[config.mk]
export PLATFORM = sky130hd
export DESIGN_NAME = irq_status_unit
export DESIGN_NICKNAME = d
export VERILOG_FILES = /design/src/rtl/irq_stat_pkg.sv /design/src/rtl/isu_rst_sync.sv /design/src/rtl/isu_flag_bank.sv /design/src/rtl/isu_mask_reg.sv /design/src/rtl/isu_read_mux.sv /design/src/rtl/irq_status_unit.sv
export SDC_FILE = /design/constraint.sdc
export NUM_CORES = 1
export LEC_CHECK = 0
export ABC_AREA = 1
export CORE_UTILIZATION = 40
export DETAILED_ROUTE_END_ITERATION = 12
export PLACE_DENSITY = 0.81
export SLEW_MARGIN = 10
export SYNTH_ARGS = -nofsm -noshare
export SYNTH_HDL_FRONTEND = slang
export SYNTH_HIERARCHICAL = 1
export SYNTH_SLANG_ARGS = --single-unit
export TNS_END_PERCENT = 100
[constraint.sdc]
create_clock -name clk -period 2.9 [get_ports clk]
set_input_delay 0.435 -clock clk [delete_from_list [all_inputs] [get_ports clk]]
set_output_delay 0.435 -clock clk [all_outputs]
set_load 0.02 [all_outputs]
[src/rtl/irq_stat_pkg.sv]
package irq_stat_pkg;

  typedef enum logic [1:0] {
    SEL_STATUS = 2'd0,
    SEL_CLEAR  = 2'd1,
    SEL_MASK   = 2'd2,
    SEL_SPARE  = 2'd3
  } reg_sel_e;

  // contiguous run of ones from lo to hi inclusive
  function automatic logic [63:0] bit_span(int lo, int hi);
    logic [63:0] m;
    m = '0;
    for (int i = 0; i < 64; i++) begin
      if (i >= lo && i <= hi) m[i] = 1'b1;
    end
    return m;
  endfunction

endpackage

[src/rtl/isu_rst_sync.sv]
module isu_rst_sync #(
  parameter int STAGES = 2
) (
  input  logic clk,
  input  logic rst_n,
  output logic rst_sync_n
);
  logic [STAGES-1:0] chain_q;

  always_ff @(posedge clk or negedge rst_n) begin
    if (!rst_n) chain_q <= '0;
    else        chain_q <= {chain_q[STAGES-2:0], 1'b1};
  end

  assign rst_sync_n = chain_q[STAGES-1];
endmodule

[src/rtl/isu_flag_bank.sv]
module isu_flag_bank #(
  parameter int               W      = 32,
  parameter logic [W-1:0]     STICKY = '0
) (
  input  logic         clk,
  input  logic         rst_n,
  input  logic [W-1:0] set_i,
  input  logic [W-1:0] clr_i,
  output logic [W-1:0] flags_o
);
  logic [W-1:0] set_m, clr_m;
  logic [W-1:0] flag_q, flag_d, flag_en;

  assign set_m = set_i & STICKY;
  assign clr_m = clr_i & STICKY;

  for (genvar b = 0; b < W; b++) begin : g_bit
    // set outranks clear in the same cycle
    always_comb begin
      flag_en[b] = set_m[b] | clr_m[b];
      flag_d[b]  = set_m[b];
    end

    always_ff @(posedge clk or negedge rst_n) begin
      if (!rst_n)          flag_q[b] <= 1'b0;
      else if (flag_en[b]) flag_q[b] <= flag_d[b];
    end
  end

  assign flags_o = flag_q;

  a_r2_set_latches: assert property (@(posedge clk) disable iff (!rst_n)
    (|set_m) |=> ((flags_o & $past(set_m)) == $past(set_m)));

  a_r4_set_beats_clear: assert property (@(posedge clk) disable iff (!rst_n)
    (|(set_m & clr_m)) |=> ((flags_o & $past(set_m & clr_m)) == $past(set_m & clr_m)));

  a_r3_clear_drops: assert property (@(posedge clk) disable iff (!rst_n)
    (|(clr_m & ~set_m)) |=> ((flags_o & $past(clr_m & ~set_m)) == '0));

  a_r3_hold_idle: assert property (@(posedge clk) disable iff (!rst_n)
    (set_m == '0 && clr_m == '0) |=> $stable(flags_o));

  a_r6_unsticky_zero: assert property (@(posedge clk) disable iff (!rst_n)
    (flags_o & ~STICKY) == '0);
endmodule

[src/rtl/isu_mask_reg.sv]
module isu_mask_reg #(
  parameter int           W    = 32,
  parameter logic [W-1:0] IMPL = '1
) (
  input  logic         clk,
  input  logic         rst_n,
  input  logic         wr_en_i,
  input  logic [W-1:0] wdata_i,
  output logic [W-1:0] mask_o
);
  logic [W-1:0] mask_q, mask_d;

  always_comb begin
    mask_d = wdata_i & IMPL;
  end

  always_ff @(posedge clk or negedge rst_n) begin
    if (!rst_n)       mask_q <= '0;
    else if (wr_en_i) mask_q <= mask_d;
  end

  assign mask_o = mask_q;

  a_r7_mask_write: assert property (@(posedge clk) disable iff (!rst_n)
    wr_en_i |=> (mask_o == ($past(wdata_i) & IMPL)));

  a_r7_mask_keep: assert property (@(posedge clk) disable iff (!rst_n)
    !wr_en_i |=> $stable(mask_o));
endmodule

[src/rtl/isu_read_mux.sv]
module isu_read_mux
  import irq_stat_pkg::*;
#(
  parameter int W = 32
) (
  input  reg_sel_e     sel_i,
  input  logic [W-1:0] status_i,
  input  logic [W-1:0] mask_i,
  output logic [W-1:0] rdata_o
);
  always_comb begin
    unique case (sel_i)
      SEL_STATUS: rdata_o = status_i;
      SEL_MASK:   rdata_o = mask_i;
      default:    rdata_o = '0;
    endcase
  end

  always_comb begin
    if (sel_i == SEL_CLEAR)
      a_r10_clear_reads_zero: assert (rdata_o == '0);
  end
endmodule

[src/rtl/irq_status_unit.sv]
module irq_status_unit
  import irq_stat_pkg::*;
#(
  parameter int WORD_W  = 32,
  parameter int LIVE_LO = 12,
  parameter int LIVE_HI = 20,
  parameter int IMPL_HI = 28
) (
  input  logic              clk,
  input  logic              rst_n,
  input  logic              reg_we,
  input  logic [1:0]        reg_sel,
  input  logic [WORD_W-1:0] reg_wdata,
  output logic [WORD_W-1:0] reg_rdata,
  input  logic [WORD_W-1:0] evt_pulse_i,
  input  logic [WORD_W-1:0] live_lvl_i,
  output logic [WORD_W-1:0] status_o,
  output logic              irq_o
);
  localparam logic [WORD_W-1:0] IMPL_BITS   = WORD_W'(bit_span(0, IMPL_HI));
  localparam logic [WORD_W-1:0] LIVE_BITS   = WORD_W'(bit_span(LIVE_LO, LIVE_HI));
  localparam logic [WORD_W-1:0] STICKY_BITS = IMPL_BITS & ~LIVE_BITS;

  logic              rst_int_n;
  reg_sel_e          sel;
  logic              clr_wr, mask_wr;
  logic [WORD_W-1:0] clr_vec, flags, mask;

  isu_rst_sync #(.STAGES(2)) u_rst_sync (
    .clk        (clk),
    .rst_n      (rst_n),
    .rst_sync_n (rst_int_n)
  );

  assign sel     = reg_sel_e'(reg_sel);
  assign clr_wr  = reg_we && (sel == SEL_CLEAR);
  assign mask_wr = reg_we && (sel == SEL_MASK);
  assign clr_vec = clr_wr ? reg_wdata : '0;

  isu_flag_bank #(.W(WORD_W), .STICKY(STICKY_BITS)) u_flags (
    .clk     (clk),
    .rst_n   (rst_int_n),
    .set_i   (evt_pulse_i),
    .clr_i   (clr_vec),
    .flags_o (flags)
  );

  isu_mask_reg #(.W(WORD_W), .IMPL(IMPL_BITS)) u_mask (
    .clk     (clk),
    .rst_n   (rst_int_n),
    .wr_en_i (mask_wr),
    .wdata_i (reg_wdata),
    .mask_o  (mask)
  );

  assign status_o = flags | (live_lvl_i & LIVE_BITS);
  assign irq_o    = |(flags & mask);

  isu_read_mux #(.W(WORD_W)) u_rd (
    .sel_i    (sel),
    .status_i (status_o),
    .mask_i   (mask),
    .rdata_o  (reg_rdata)
  );

  a_r8_no_mask_no_irq: assert property (@(posedge clk) disable iff (!rst_int_n)
    (mask == '0) |-> !irq_o);

  a_r8_live_never_irq: assert property (@(posedge clk) disable iff (!rst_int_n)
    ((status_o & STICKY_BITS) == '0) |-> !irq_o);

  a_r6_top_bits_zero: assert property (@(posedge clk) disable iff (!rst_int_n)
    (status_o & ~IMPL_BITS) == '0);
endmodule

==> results of run 1 <==
-- metrics by stage --
stage / utilization, % / worst slack [ps] / hold WS [ps] / cell area, um^2
finish: 59.8 / 331 / 297 / 4430
CTS: 59.7 / 325 / 288 / 4430
global placement: 58.3 / 359 / 337 / 4320
detailed placement: 58.3 / 328 / 344 / 4320
floorplan: - / 1380 / 139 / 3180
global route: 59.8 / 225 / 289 / 4430
-- flip-flops by register name (all words and copies together) (netlist names) --
signal / flops
u_flags/flags_o: 20
u_mask/mask_o: 29
u_rst_sync/chain_q: 2
-- final cells by class --
cell class	instances	share of cell area, %
Multi-Input combinational cell	335	31.7
Timing Repair Buffer	127	28.9
Sequential cell	51	28.9
Inverter	62	5.26
Tap cell	99	2.80
Clock buffer	7	1.72
Clock inverter	1	0.678
-- placed cells by master, fill, tap and decap left out --
| master | count |
|---|---|
| clkbuf_1 | 2 |
| or2_2 | 9 |
| nand2_1 | 245 |
| bufinv_16 | 1 |
| buf_12 | 2 |
| inv_2 | 2 |
| clkbuf_8 | 5 |
| dfrtp_1 | 50 |
| conb_1 | 16 |
| nor2_1 | 11 |
| nand3_1 | 32 |
| nor2_4 | 3 |
| clkdlybuf4s50_1 | 121 |
| dfrtp_4 | 1 |
| inv_1 | 60 |
| buf_4 | 4 |
| nand3b_4 | 1 |
| nor2_2 | 18 |
-- routing by layer --
layer / GRT usage (%) / vias up / share of wire [%] / wire length (um)
met1: 24.4 / 1331 / 44 / 3430
li1: - / 1558 / - / -
met5: 0 / - / 0 / 0
met3: 4.04 / 5 / 5.6 / 433
met2: 35.7 / 87 / 50 / 3860
met4: 3.63 / 0 / 0.66 / 51
-- power breakdown --
part | switching [uW] | total [uW] | leakage, uW | internal, uW
logic | 274 | 533 | 0.00173 | 259
registers | 71.5 | 858 | 0.000567 | 787
clock network | 223 | 481 | 0.0000524 | 259
total | 568 | 1870 | 0.00235 | 1300
-- final timing paths --
| path | cells after the start | end | slack, ps | startpoint |
|---|---|---|---|---|
| min reg2reg | 0 | u_flags/flags_o[25] | 360 | u_rst_sync/chain_q[1] |
| max | 6 | reg_rdata[21] | 330 | reg_sel[0] |
| min | 1 | u_rst_sync/chain_q[1] | 300 | rst_n |
| min in group clk | 0 | u_rst_sync/chain_q[1] | 360 | u_rst_sync/chain_q[0] |
| max in group asynchronous | 0 | u_mask/mask_o[21] | 2110 | u_rst_sync/chain_q[1] |
| max reg2reg | 0 | u_mask/mask_o[21] | 2110 | u_rst_sync/chain_q[1] |
==> impl_metrics.ini, run 1 <==
[global_route]
grt_pass1_vias = 2749
grt_pass1_wl_um = 13100
grt_max_degree = 50
grt_overflow = 0
antenna_found_initial = 0
grt_usage_pct = 19.8

[clock_network]
path_clk_slew_ps = 80
h-tree-depth = 2
cts_inserted_buffers = 5
clock_latency_ps = 290
tritoncts = built
root_buffer = clkbuf_8
cts_resized = 0
clockBufferDepth = 2
cts_setup_buffers = 0
ctsHoldBuffers = 0
cts_sinks = 51

[pwr]
ir_drop_mv = 0.239
totalPowerFinal_uw = 1870
p_leak_uw = 0.00235
p_per_area_mw_per_mm2 = 423

[timing]
hold_viol = 0
slew_violations = 0
rsz0062_at_grt = no
maxSlewHeadroom_pct = 57.1
finalSetupViolCount = 0
max_freq_mhz = 389
worst_pin_slew_ps = 643
post-route-period-util_pct = 88.6
fin_crit_ps = 2570
skew_ps = 5.52
setup-tns-final_ps = 0

[route]
ant_nets = 0
viasPerCell = 4.37
routedWlPerCell_um = 11.4
post-route-drc-count = 0
dr.pass1.iters = 4
via_count = 2981
routed_wl_um = 7780
drt_iter0_drc = 76

[placement]
portBuffers = 121
gp_congestion = 0.769
placed_cells = 674
dpl.hpwl_um = 5580

[cells_and_area]
nNetsFinal = 683
multi_input_area_mm2 = 0.00140
antenna_cells = 0
drive_above_1_share_pct = 7.89
regArea_mm2 = 0.00128
fillers = 684
syn2layout_area_growth_pct = 41.4
instances_no_fill = 682

[setup_path]
critPathKind = in2out
cp_slowest_cell = clkdlybuf4s50_1
cp_max_fo = 18
critPathBufInv = 4
worstSetupEndpointType = primary output
critical-path-top-delay-family = buffers and inverters
critPathMaxStageDelay_ps = 610
cp.arrival_ps = 2130
cp_cell_sequence = clkdlybuf4s50_1 > inv_2 > buf_4 > nand3_1 > nand2_1 > clkdlybuf4s50_1
worst_path_most_repeated_cell = clkdlybuf4s50_1
startpoint_type = primary input
worstPathRequired_ps = 2470

[floorplanning]
rows = 31
die_w_um = 90.5
fp.coreArea_mm2 = 0.00741
die_area_mm2 = 0.00818
initial_core_util_pct = 42.3
ios = 166
dieHeight_um = 90.5

[yosys]
synth_cells = 469
netlist_area_mm2 = 0.00313
ys_warn_count = 6
avgSynthCellArea_um2 = 6.67

[hold_path]
hold_path_class = in2async

[run_status]
outcome = finished, final reports clean

[flow_run]
maxCapViolations = 0
Note: power is estimated with default switching activity, not from simulation.
==> inputs of run 2 (changes only) <==
SETUP_SLACK_MARGIN = 0.3   (was default)
==> run 2 against run 1 <==
Against the previous run: worst hold slack about the same; sequential share of layout area about the same; clock power about the same; via count up 0.34%; global-route usage unchanged; clock skew about the same; combinational power about the same; critical path depth down 1; design area up 0.17%; count of clock-buffer cells in the layout unchanged; flip-flop and latch count unchanged; critical path type unchanged; largest power group unchanged.
==> impl_metrics.ini, run 2 (synthesized netlist as in run 1, its figures left out) <==
[run_status]
outcome = finished, final reports clean

[route]
drt_iter0_drc = 73
viasPerCell = 4.39
routedWlPerCell_um = 11.4
post-route-drc-count = 0
via_count = 2991
dr.pass1.iters = 4
routed_wl_um = 7770
ant_nets = 0

[timing]
maxSlewHeadroom_pct = 56.9
setup-tns-final_ps = 0
finalSetupViolCount = 0
skew_ps = 5.56
max_freq_mhz = 405
worst_pin_slew_ps = 646
timing.hold.ws_ps = 297
post-route-period-util_pct = 85.2
fin_crit_ps = 2470
slew_violations = 0
rsz0062_at_grt = no
hold_viol = 0

[flow_run]
maxCapViolations = 0

[global_route]
met1_usage_pct = 24.4
grt_use_met3_pct = 4.04
grt_overflow = 0
top_usage_layer = met2
grt_usage_pct = 19.8
grt_max_degree = 50
gr-usage-met2_pct = 35.7
grt_pass1_wl_um = 13100
antenna_found_initial = 0
grt_pass1_vias = 2749

[floorplanning]
rows = 31
fp.coreArea_mm2 = 0.00741
die_area_mm2 = 0.00818
dieHeight_um = 90.5
initial_core_util_pct = 42.3
ios = 166
die_w_um = 90.5

[setup_path]
reg2reg_slack_ps = 2100
cp_cell_sequence = clkdlybuf4s50_1 > buf_12 > nand3_1 > nand2_1 > clkdlybuf4s50_1
startpoint_type = primary input
cp_slowest_cell = clkdlybuf4s50_1
worstSetupEndpointType = primary output
critPathMaxStageDelay_ps = 610
worstPathRequired_ps = 2470
worst_path_most_repeated_cell = clkdlybuf4s50_1
critPathKind = in2out
reg2reg_depth = 0
cp.arrival_ps = 2040
critical-path-top-delay-family = buffers and inverters
critPathBufInv = 3
crit_start = reg_sel[1]
path_depth = 5
cp_max_fo = 34
reg2reg_from = u_rst_sync/chain_q[1]

[cells_and_area]
drive_above_1_share_pct = 7.89
largest_reg_flops = 29
antenna_cells = 0
fin_area_mm2 = 0.00444
layout_common_cells = nand2_1 (245), clkdlybuf4s50_1 (118), inv_1 (60)
nNetsFinal = 683
layout_commonest_cell = nand2_1
syn2layout_area_growth_pct = 41.7
fillers = 686

[clock_network]
h-tree-depth = 2
clockBufferDepth = 2
cts_setup_buffers = 0
root_buffer = clkbuf_8
clock_latency_ps = 300
cts_inserted_buffers = 5
tritoncts = built
path_clk_slew_ps = 90
cts_sinks = 51

[pwr]
p_per_area_mw_per_mm2 = 422
p_leak_uw = 0.00239
totalPowerFinal_uw = 1870
ir_drop_mv = 0.239

[placement]
placed_cell_area_mm2 = 0.00432
gp_congestion = 0.769
dpl.hpwl_um = 5580
portBuffers = 121

[hold_path]
hold_path_class = in2async
## run 2: power by group
group / internal [uW] / total (uW) / switching (uW)
registers: 787 / 858 / 71.5
clock network: 259 / 482 / 223
logic: 258 / 532 / 274
total: 1300 / 1870 / 569
## run 2: routing by layer
layer / wire length, um / share of wire [%]
met1: 3370 / 43
met2: 3880 / 50
met3: 463 / 6.0
met4: 53 / 0.68
met5: 0 / 0
## run 2: final timing paths
path / endpoint
setup / recovery: reg_rdata[5]
hold / removal: u_rst_sync/chain_q[1]
setup reg to reg: u_mask/mask_o[21]
hold reg to reg: u_flags/flags_o[25]
max in group asynchronous: u_mask/mask_o[21]
min in group clk: u_rst_sync/chain_q[1]
## run 2: cell type report
type / instances / area, um^2 / share of cell area (%)
clock buffers: 7 / 76.3 / 1.72
repair buffers: 127 / 1290 / 29.1
flip-flops and latches: 51 / 1280 / 28.9
inverters: 62 / 233 / 5.25
clock inverters: 1 / 30.0 / 0.677
multi-input cells: 335 / 1400 / 31.7
well taps: 99 / 124 / 2.79
## run 2: what timing repair did
item,CTS,global route
gates resized for setup,0,3
hold buffers,0,0
endpoints found under the setup margin,0,25
## run 2: stage by stage
stage | setup WS (ps) | instances | util [%]
2_1_floorplan | 1380 | 482 | -
3_3_place_gp | 359 | 674 | 58.3
3_5_place_dp | 328 | 674 | 58.3
4_1_cts | 325 | 682 | 59.7
5_1_grt | 371 | 682 | 59.9
6_report | 428 | 682 | 59.9
==> inputs of run 3 (changes only) <==
SKIP_LAST_GASP = 1   (was default)
SLEW_MARGIN = default   (was 10)
==> run 3 against run 2 <==
Against the previous run: via count decreased by 0.13%; worst hold slack got worse by 1.5 ps; count of clock-buffer cells in the layout unchanged; maximum frequency about the same; design area about the same; global-route usage unchanged; critical path depth unchanged; register-to-register slack got worse by 340 ps; sequential power about the same.
==> impl_metrics.ini, run 3 (synthesized netlist as in run 1, its figures left out) <==
[run_status]
outcome = finished, final reports clean

[cells_and_area]
layout_commonest_cell = nand2_1
antenna_cells = 0
syn2layout_area_growth_pct = 41.6
drive_above_1_share_pct = 7.89
nNetsFinal = 683
layout_common_cells = nand2_1 (245), clkdlybuf4s50_1 (118), inv_1 (60)
largest_reg_flops = 29

[setup_path]
r2r-end = u_mask/mask_o[21]
reg2reg_slack_ps = 1760
reg2reg_depth = 0
startpoint_type = primary input
cp.arrival_ps = 2040
cp_slowest_cell = clkdlybuf4s50_1
critical-path-top-delay-family = buffers and inverters
cp_max_fo = 34
worstPathRequired_ps = 2470
critPathBufInv = 3
critPathKind = in2out
worst_path_most_repeated_cell = clkdlybuf4s50_1
cp_cell_sequence = clkdlybuf4s50_1 > buf_12 > nand3_1 > nand2_1 > clkdlybuf4s50_1
reg2reg_from = u_rst_sync/chain_q[1]
worstSetupEndpointType = primary output
critPathMaxStageDelay_ps = 610

[route]
routedWlPerCell_um = 11.3
via_count = 2987
routed_wl_um = 7740
post-route-drc-count = 0
viasPerCell = 4.38
drt_iter0_drc = 74
dr.pass1.iters = 4
ant_nets = 0

[floorplanning]
die_area_mm2 = 0.00818
initial_core_util_pct = 42.3
die_w_um = 90.5
ios = 166
rows = 31
fp.coreArea_mm2 = 0.00741
dieHeight_um = 90.5

[clock_network]
cts_sinks = 51
clockBufferDepth = 2
tritoncts = built
root_buffer = clkbuf_8
path_clk_slew_ps = 90
h-tree-depth = 2
cts_setup_buffers = 0
cts_inserted_buffers = 5
clock_latency_ps = 300
cts_resized = 0
ctsHoldBuffers = 0

[pwr]
netSwitchingFraction_pct = 30.4
p_switching_uw = 570
totalPowerFinal_uw = 1870
p_leak_uw = 0.00239
power_frac_seq_pct = 45.8
pwr-share-comb_pct = 28.4
clockPowerShare_pct = 25.8
ir_drop_mv = 0.217
intPower_uw = 1300
p_per_area_mw_per_mm2 = 423

[timing]
worst_pin_slew_ps = 1070
rsz0062_at_grt = no
skew_ps = 5.02
slew_violations = 0
hold_viol = 0
max_freq_mhz = 405
worst_slack_ps = 428
post-route-period-util_pct = 85.2
finalSetupViolCount = 0
fin_crit_ps = 2470
maxSlewHeadroom_pct = 28.3
setup-tns-final_ps = 0

[placement]
portBuffers = 121
dpl.hpwl_um = 5580
gp_congestion = 0.769
dp_slack_ps = 328

[global_route]
grt_pass1_vias = 2749
grt_pass1_wl_um = 13100
grt_usage_pct = 19.8
antenna_found_initial = 0
grt_overflow = 0
grt_max_degree = 50

[hold_path]
hold_path_class = in2async

[flow_run]
maxCapViolations = 0
-- run 3: cell type report --
type	instances	area, um^2
Clock buffer	7	76.3
Clock inverter	1	30.0
Fill cell	684	2980
Inverter	62	233
Multi-Input combinational cell	335	1400
Sequential cell	51	1280
Tap cell	99	124
Timing Repair Buffer	127	1290
-- run 3: worst max-delay path by stage --
stage	end	slack, ps	depth (start not counted)	start
after floorplan	u_flags/flags_o[0]	1380	0	u_rst_sync/chain_q[1]
after global placement	reg_rdata[6]	360	6	reg_sel[0]
after detailed placement	reg_rdata[21]	330	6	reg_sel[0]
after CTS	reg_rdata[5]	320	6	reg_sel[0]
after global routing	reg_rdata[17]	370	5	reg_sel[1]
final	reg_rdata[5]	430	5	reg_sel[1]
-- run 3: power groups by stage --
stage | combinational (uW) | sequential, uW | clock [uW]
5_1_grt | 589 | 874 | 533
2_1_floorplan | 305 | 868 | 0
3_3_place_gp | 524 | 868 | 0
6_report | 532 | 858 | 483
4_1_cts | 535 | 859 | 500
3_5_place_dp | 533 | 872 | 0
-- run 3: stage by stage --
stage	cell area, um^2	hold slack, ps	std cells	utilization (%)
after floorplan	3180	139	482	-
after global placement	4320	337	674	58.3
after detailed placement	4320	344	674	58.3
after CTS	4430	288	682	59.7
after global routing	4430	290	682	59.8
final	4430	296	682	59.8
-- run 3: layer usage --
metal,vias to the layer above,routed length (um),share of wire [%],global-route usage (%)
li1,1562,-,-,-
met1,1328,3360,43,24.4
met2,92,3870,50,35.7
met3,5,457,5.9,4.04
met4,0,51,0.66,3.63
met5,-,0,0,0
